<file path="src/rtl/cordic_recoder_pkg.sv">
package cordic_recoder_pkg;

    // Recoded step: m = k - m_dec, n = k + n_off
    typedef struct packed {
        logic       m_dec;
        logic [2:0] n_off;
        logic       err;
    } rec_code_t;

    // Table used once the leading bit is deeper than position 1
    function automatic rec_code_t code_far(input logic [3:0] win);
        rec_code_t c;
        c = '{m_dec: 1'b0, n_off: 3'd1, err: 1'b0};
        unique case (win)
            4'b1000: c.n_off = 3'd4;
            4'b1001: c.n_off = 3'd3;
            4'b1010: c.n_off = 3'd2;
            4'b1110: begin c.m_dec = 1'b1; c.n_off = 3'd5; end
            4'b1111: begin c.m_dec = 1'b1; c.n_off = 3'd3; end
            default: c.n_off = 3'd1;
        endcase
        return c;
    endfunction

    // Table for positions 0 and 1 (coarse steps)
    function automatic rec_code_t code_near(input logic [3:0] win);
        rec_code_t c;
        c = '{m_dec: 1'b0, n_off: 3'd1, err: 1'b0};
        unique case (win)
            4'b1000: c.n_off = 3'd3;
            4'b1001,
            4'b1010: c.n_off = 3'd2;
            4'b1011,
            4'b1100: c.n_off = 3'd1;
            default: c.err   = 1'b1;
        endcase
        return c;
    endfunction

endpackage

</file>
<file path="src/rtl/cr_lead_detect.sv">
module cr_lead_detect #(
    parameter int W  = 12,
    parameter int IW = $clog2(W + 4)
) (
    input  logic [W-1:0]  resid,
    output logic [IW-1:0] k,
    output logic [3:0]    win,
    output logic          is_zero,
    output logic          sgn
);
    localparam int FW = W - 1;

    logic [FW-1:0]   mag;
    logic [FW+2:0]   ext;
    logic [IW-1:0]   pos;
    logic            found;

    always_comb begin
        sgn     = resid[W-1];
        is_zero = (resid == '0);
        mag     = sgn ? ~resid[FW-1:0] : resid[FW-1:0];
        found   = 1'b0;
        pos     = '0;
        for (int i = 0; i < FW; i++) begin
            if (mag[i]) begin
                pos   = IW'(i);
                found = 1'b1;
            end
        end
        ext = {mag, 3'b000} >> pos;
        if (found) begin
            win = ext[3:0];
        end else begin
            // all-ones residual: one LSB of magnitude
            win = 4'b1000;
        end
        k = IW'(FW - 1) - pos;
    end

endmodule

</file>
<file path="src/rtl/cr_rec_table.sv">
module cr_rec_table
    import cordic_recoder_pkg::*;
#(
    parameter int IW = 4
) (
    input  logic [IW-1:0] k,
    input  logic [3:0]    win,
    output logic [IW-1:0] m,
    output logic [IW-1:0] n,
    output logic          err
);
    rec_code_t code;

    always_comb begin
        if (k <= IW'(1)) begin
            code = code_near(win);
        end else begin
            code = code_far(win);
        end
        m   = k - IW'(code.m_dec);
        n   = k + IW'(code.n_off);
        err = code.err;
    end

endmodule

</file>
<file path="src/rtl/cordic_recoder.sv">
module cordic_recoder #(
    parameter int W       = 12,
    parameter bit REG_OUT = 1'b1
) (
    input  logic                     clk,
    input  logic                     rst_n,
    input  logic [W-1:0]             resid,
    output logic [$clog2(W+4)-1:0]   k_idx,
    output logic [$clog2(W+4)-1:0]   m_idx,
    output logic [$clog2(W+4)-1:0]   n_idx,
    output logic                     dir_neg,
    output logic                     zero_o,
    output logic                     err_o
);
    localparam int IW = $clog2(W + 4);

    logic [IW-1:0] k_c, m_c, n_c;
    logic [IW-1:0] k_t, m_t, n_t;
    logic [3:0]    win_c;
    logic          zero_c, sgn_c, err_t;
    logic          dir_t, err_c;

    cr_lead_detect #(.W(W), .IW(IW)) u_detect (
        .resid   (resid),
        .k       (k_t),
        .win     (win_c),
        .is_zero (zero_c),
        .sgn     (sgn_c)
    );

    cr_rec_table #(.IW(IW)) u_table (
        .k   (k_t),
        .win (win_c),
        .m   (m_t),
        .n   (n_t),
        .err (err_t)
    );

    // a zero residual overrides the recoded pair
    always_comb begin
        if (zero_c) begin
            k_c   = '0;
            m_c   = '0;
            n_c   = '0;
            err_c = 1'b0;
            dir_t = 1'b0;
        end else begin
            k_c   = k_t;
            m_c   = m_t;
            n_c   = n_t;
            err_c = err_t;
            dir_t = sgn_c;
        end
    end

    generate
        if (REG_OUT) begin : g_reg
            always_ff @(posedge clk or negedge rst_n) begin
                if (!rst_n) begin
                    k_idx   <= '0;
                    m_idx   <= '0;
                    n_idx   <= '0;
                    dir_neg <= 1'b0;
                    zero_o  <= 1'b0;
                    err_o   <= 1'b0;
                end else begin
                    k_idx   <= k_c;
                    m_idx   <= m_c;
                    n_idx   <= n_c;
                    dir_neg <= dir_t;
                    zero_o  <= zero_c;
                    err_o   <= err_c;
                end
            end
        end else begin : g_comb
            always_comb begin
                k_idx   = k_c;
                m_idx   = m_c;
                n_idx   = n_c;
                dir_neg = dir_t;
                zero_o  = zero_c;
                err_o   = err_c;
            end
        end
    endgenerate

endmodule

</file>
<file path="config.mk">
export PLATFORM = sky130hd
export DESIGN_NAME = cordic_recoder
export DESIGN_NICKNAME = d
export VERILOG_FILES = /design/src/rtl/cordic_recoder_pkg.sv /design/src/rtl/cr_lead_detect.sv /design/src/rtl/cr_rec_table.sv /design/src/rtl/cordic_recoder.sv
export SDC_FILE = /design/constraint.sdc
export NUM_CORES = 1
export LEC_CHECK = 0
export BUFFER_PORTS_ARGS = -buffer_cell sky130_fd_sc_hd__clkbuf_2
export CAP_MARGIN = 20
export CORE_ASPECT_RATIO = 1.2
export CORE_MARGIN = 5
export CORE_UTILIZATION = 56
export CTS_CLUSTER_DIAMETER = 150
export DETAILED_ROUTE_END_ITERATION = 10
export PLACE_DENSITY = 0.9
export SYNTH_ARGS = -nofsm -noshare
export SYNTH_HDL_FRONTEND = slang
export SYNTH_SLANG_ARGS = --single-unit
export TNS_END_PERCENT = 1
</file>
<file path="constraint.sdc">
create_clock -name clk -period 0.8 [get_ports clk]
set_input_delay 0.16 -clock clk [delete_from_list [all_inputs] [get_ports clk]]
set_output_delay 0.16 -clock clk [all_outputs]
set_load 0.02 [all_outputs]
</file>
==> results.sh, run 1 <==
export IMPL_outcome="aborted with a tool error"
export IMPL_flow_stopped_at="global routing"
export IMPL_firstError="[ERROR DPL-0038] Utilization greater than 100%, impossible to legalize"
export IMPL_root_buffer="clkbuf_4"
export IMPL_synthTopCellsByCount="nor2_1, dfrtp_1, nand2_1, a21oi_1, clkbuf_1"
export IMPL_ys_seq_area_share_pct=23.2
export IMPL_pre_cts_ws_ps=-2840
export IMPL_numCtsBuffers=3
export IMPL_ios=29
export IMPL_yosysTopAreaCellShare_pct=23.2
export IMPL_dp_hpwl_um=4290
export IMPL_syn_inst=200
export IMPL_syn_cell_area_mm2=0.00162
export IMPL_die_w_um=59.0
export IMPL_worst_endpoint_kind="register data pin"
export IMPL_grt_max_degree=16
export IMPL_initial_core_util_pct=58.0
export IMPL_synth_area_leaders="dfrtp_1, ha_1, nor2_1, xnor2_1, a21oi_1"
export IMPL_gp_congestion=0.944
export IMPL_syn_avg_cell_area_um2=8.08
export IMPL_placed_cells=314
export IMPL_synth_area_leader_cell="dfrtp_1"
export IMPL_cts_sink_count=15
export IMPL_rows=21
export IMPL_synth_edf_count=0
export IMPL_die_h_um=68.9
export IMPL_synthesis_nets=223
export IMPL_async_reset_ff_share_pct=100
export IMPL_port_buffers=28
export IMPL_synthFlopType="dfrtp_1"
export IMPL_yosysUniqueCellTypes=62
export IMPL_synth_most_common_cell="nor2_1"
export IMPL_synth_seq_cells=15
export IMPL_synth_warnings=0
export IMPL_max_clock_path_buffers=2
export IMPL_grt_worst_endpoint="n_idx[3]$_DFF_PN0_/D"
export IMPL_htreeDepth=1
[cell families after synthesis]
logic type	count (synthesis)	synth area share, %
AND/OR/NAND/NOR	79	25.9
flip-flops	15	23.2
AO/OA/AOI/OAI	56	27.2
XOR/XNOR	10	5.88
multiplexers	5	3.17
buffers and inverters	26	7.12
adder cells (fa/ha/maj)	9	7.43
[repair_timing]
item,4_1_cts
buffers inserted,8
hold buffers,1
gates resized for setup,37
pin swaps,28
endpoints found under the hold margin,15
endpoints found under the setup margin,30
[stage by stage]
| stage | hold slack (ps) | cell area (µm²) |
|---|---|---|
| after CTS | 310 | 2630 |
| after global placement | 67.8 | 2360 |
| after floorplan | -136 | 1780 |
| after detailed placement | 79.1 | 2360 |
==> run 2, diff against run 1 <==
--- a/config.mk
+++ b/config.mk
@@ -7,12 +7,10 @@
 export LEC_CHECK = 0
 export BUFFER_PORTS_ARGS = -buffer_cell sky130_fd_sc_hd__clkbuf_2
 export CAP_MARGIN = 20
-export CORE_ASPECT_RATIO = 1.2
 export CORE_MARGIN = 5
-export CORE_UTILIZATION = 56
-export CTS_CLUSTER_DIAMETER = 150
+export CORE_UTILIZATION = 40
 export DETAILED_ROUTE_END_ITERATION = 10
-export PLACE_DENSITY = 0.9
+export PLACE_DENSITY_LB_ADDON = 0.15
 export SYNTH_ARGS = -nofsm -noshare
 export SYNTH_HDL_FRONTEND = slang
 export SYNTH_SLANG_ARGS = --single-unit
==> results.sh, run 2 <==
export IMPL_drv_cap=0
export IMPL_worst_ep_arrival_time_ps=3350
export IMPL_period_share_pct=403
export IMPL_synth_most_common_cell="nor2_1"
export IMPL_grt_overflow_total=0
export IMPL_instances_no_fill=353
export IMPL_p_leak_nw=1.30
export IMPL_root_buffer="clkbuf_8"
export IMPL_synthesis_nets=223
export IMPL_crit_fanout=8
export IMPL_synth_area_leaders="dfrtp_1, ha_1, nor2_1, xnor2_1, a21oi_1"
export IMPL_vias=2008
export IMPL_synthTopCellsByCount="nor2_1, dfrtp_1, nand2_1, a21oi_1, clkbuf_1"
export IMPL_cp_end_kind="flop"
export IMPL_cts_tree="done"
export IMPL_finalSetupViolCount=30
export IMPL_syn_avg_cell_area_um2=8.08
export IMPL_startpoint_type="primary input"
export IMPL_synth_warnings=0
export IMPL_placed_cells=332
export IMPL_postLayoutSetupSlackWorst_ps=-2420
export IMPL_synthToLayoutAreaGrowth_pct=79.8
export IMPL_cp_required_ps=920
export IMPL_die_w_um=73.6
export IMPL_worst_slew_pin_slew_ps=394
export IMPL_yosysTopAreaCellShare_pct=23.2
export IMPL_syn_inst=200
export IMPL_port_buffers=28
export IMPL_nets=327
export IMPL_core_area_mm2=0.00397
export IMPL_htreeDepth=1
export IMPL_antenna_found_initial=0
export IMPL_outcome="finished with violations"
export IMPL_async_reset_ff_share_pct=100
export IMPL_wirelength_um=6150
export IMPL_numCtsBuffers=3
export IMPL_timing_hold_ws_ps=356
export IMPL_synth_edf_count=0
export IMPL_fin_tns_setup_ps=-24720
export IMPL_pre_cts_ws_ps=-2810
export IMPL_failed_checks="negative setup slack"
export IMPL_dr_first_iter_drc_count=99
export IMPL_grt_max_degree=16
export IMPL_max_clock_path_buffers=2
export IMPL_rows=23
export IMPL_worstSetupPathType="in2reg"
export IMPL_cts_sink_count=15
export IMPL_layout_commonest_cell="buf_4"
export IMPL_ir_drop_uv=561
export IMPL_power_density_mw_per_mm2=1600
export IMPL_gp_congestion=0.865
export IMPL_finalMaxSlewViolations=0
export IMPL_syn_cell_area_mm2=0.00162
export IMPL_hold_viol_final=0
export IMPL_ios=29
export IMPL_max_freq_mhz=310
export IMPL_layout_drive_gt1_share_pct=59.4
export IMPL_antenna_cells=0
export IMPL_synth_area_leader_cell="dfrtp_1"
export IMPL_grt_pass1_wl_um=8960
export IMPL_drtPass1Iterations=4
export IMPL_fin_crit_ps=3220
export IMPL_die_h_um=73.6
export IMPL_clk_pin_slew_worst_paths_ps=60
export IMPL_yosysUniqueCellTypes=62
export IMPL_routedWlPerCell_um=17.4
export IMPL_synth_seq_cells=15
export IMPL_synthFlopType="dfrtp_1"
export IMPL_grt_pass1_vias=2078
export IMPL_final_antenna_net_count=0
export IMPL_grtUsageTotal_pct=20.8
export IMPL_initial_core_util_pct=40.7
export IMPL_viasPerCell=5.69
export IMPL_grt_setup_unrepaired="true"
export IMPL_dp_hpwl_um=4120
export IMPL_reg_top3="k_idx: 4 flops, m_idx: 4 flops, n_idx: 4 flops"
export IMPL_finalCoreUtilization_pct=73.2
export IMPL_relSlewSlack_pct=73.8
export IMPL_die_area_mm2=0.00541
export IMPL_mostFrequentLayoutCells="buf_4, clkbuf_2, nor2_1, dfrtp_1, nand2_1"
export IMPL_hold_class="in2async"
export IMPL_ys_seq_area_share_pct=23.2
export IMPL_drc=0
[run 2: cell counts after synthesis]
No cell type changed its count.
[run 2: layout make-up]
type                       instances  area [µm²]
multi-input combinational        159        1520
fill                             304        1060
timing repair buffer             114         850
sequential                        15         375
tap                               50        62.6
inverter                          11        56.3
clock buffer                       4        45.0
[run 2: through the flow]
step	power, mW	instance area, µm²
6_report	4.66	2910
4_1_cts	4.13	2630
2_1_floorplan	2.41	1780
3_5_place_dp	3.28	2380
3_3_place_gp	3.20	2380
5_1_grt	4.93	2910
[run 2: kinds of logic after synthesis]
| family | share of synthesized area [%] |
|---|---|
| and+or+nand+nor | 25.9 |
| DFF | 23.2 |
| adders and majority gates | 7.43 |
| buffers and inverters | 7.12 |
| xor gates and xnor gates | 5.88 |
| AOI/OAI and AO/OA | 27.2 |
| muxes | 3.17 |
[run 2: worst max-delay path, stage by stage]
cell       delay, ps
buf_8            100
buf_6            120
a2111oi_4        430
o221ai_4         200
nand2_4          160
inv_6             70
nand2_1           80
o211ai_1         100
a211o_1          340
and3_1           180
buf_4            140
buf_6            120
xnor2_2          120
nand2_1          110
ha_4             170
buf_4            140
a21oi_4          150
o21ai_2           90
a221oi_2         290
nor3_2            70
[run 2: final timing paths]
path	slack, ps	startpoint	end	cells after the start
hold / removal	360	rst_n	m_idx[2]	2
min in group clk	620	resid[11]	dir_neg	6
setup / recovery	-2420	resid[11]	n_idx[3]	20
max in group asynchronous	190	rst_n	m_idx[1]	2
[run 2: routing by layer]
layer | part of all wire [%] | GRT usage (%)
met1 | 34 | 20.8
met2 | 57 | 40.9
met5 | 0 | 0
met4 | 4.1 | 10.7
met3 | 5.2 | 2.60
[run 2: repair_timing]
| item | 4_1_cts | 5_1_grt |
|---|---|---|
| hold endpoints to repair | 15 | 0 |
| pin swaps | 18 | 27 |
| buffers inserted | 5 | 12 |
| resized for setup | 30 | 38 |
| hold buffers | 1 | 0 |
| endpoints found under the setup margin | 30 | 30 |
[run 2: power by group]
group | leakage, nW | switching (mW) | internal (mW)
clock network | 0.0228 | 0.237 | 0.352
registers | 0.189 | 0.0438 | 0.931
logic | 1.09 | 1.58 | 1.51
total | 1.30 | 1.86 | 2.79
Power figures use the tool's default switching activity.
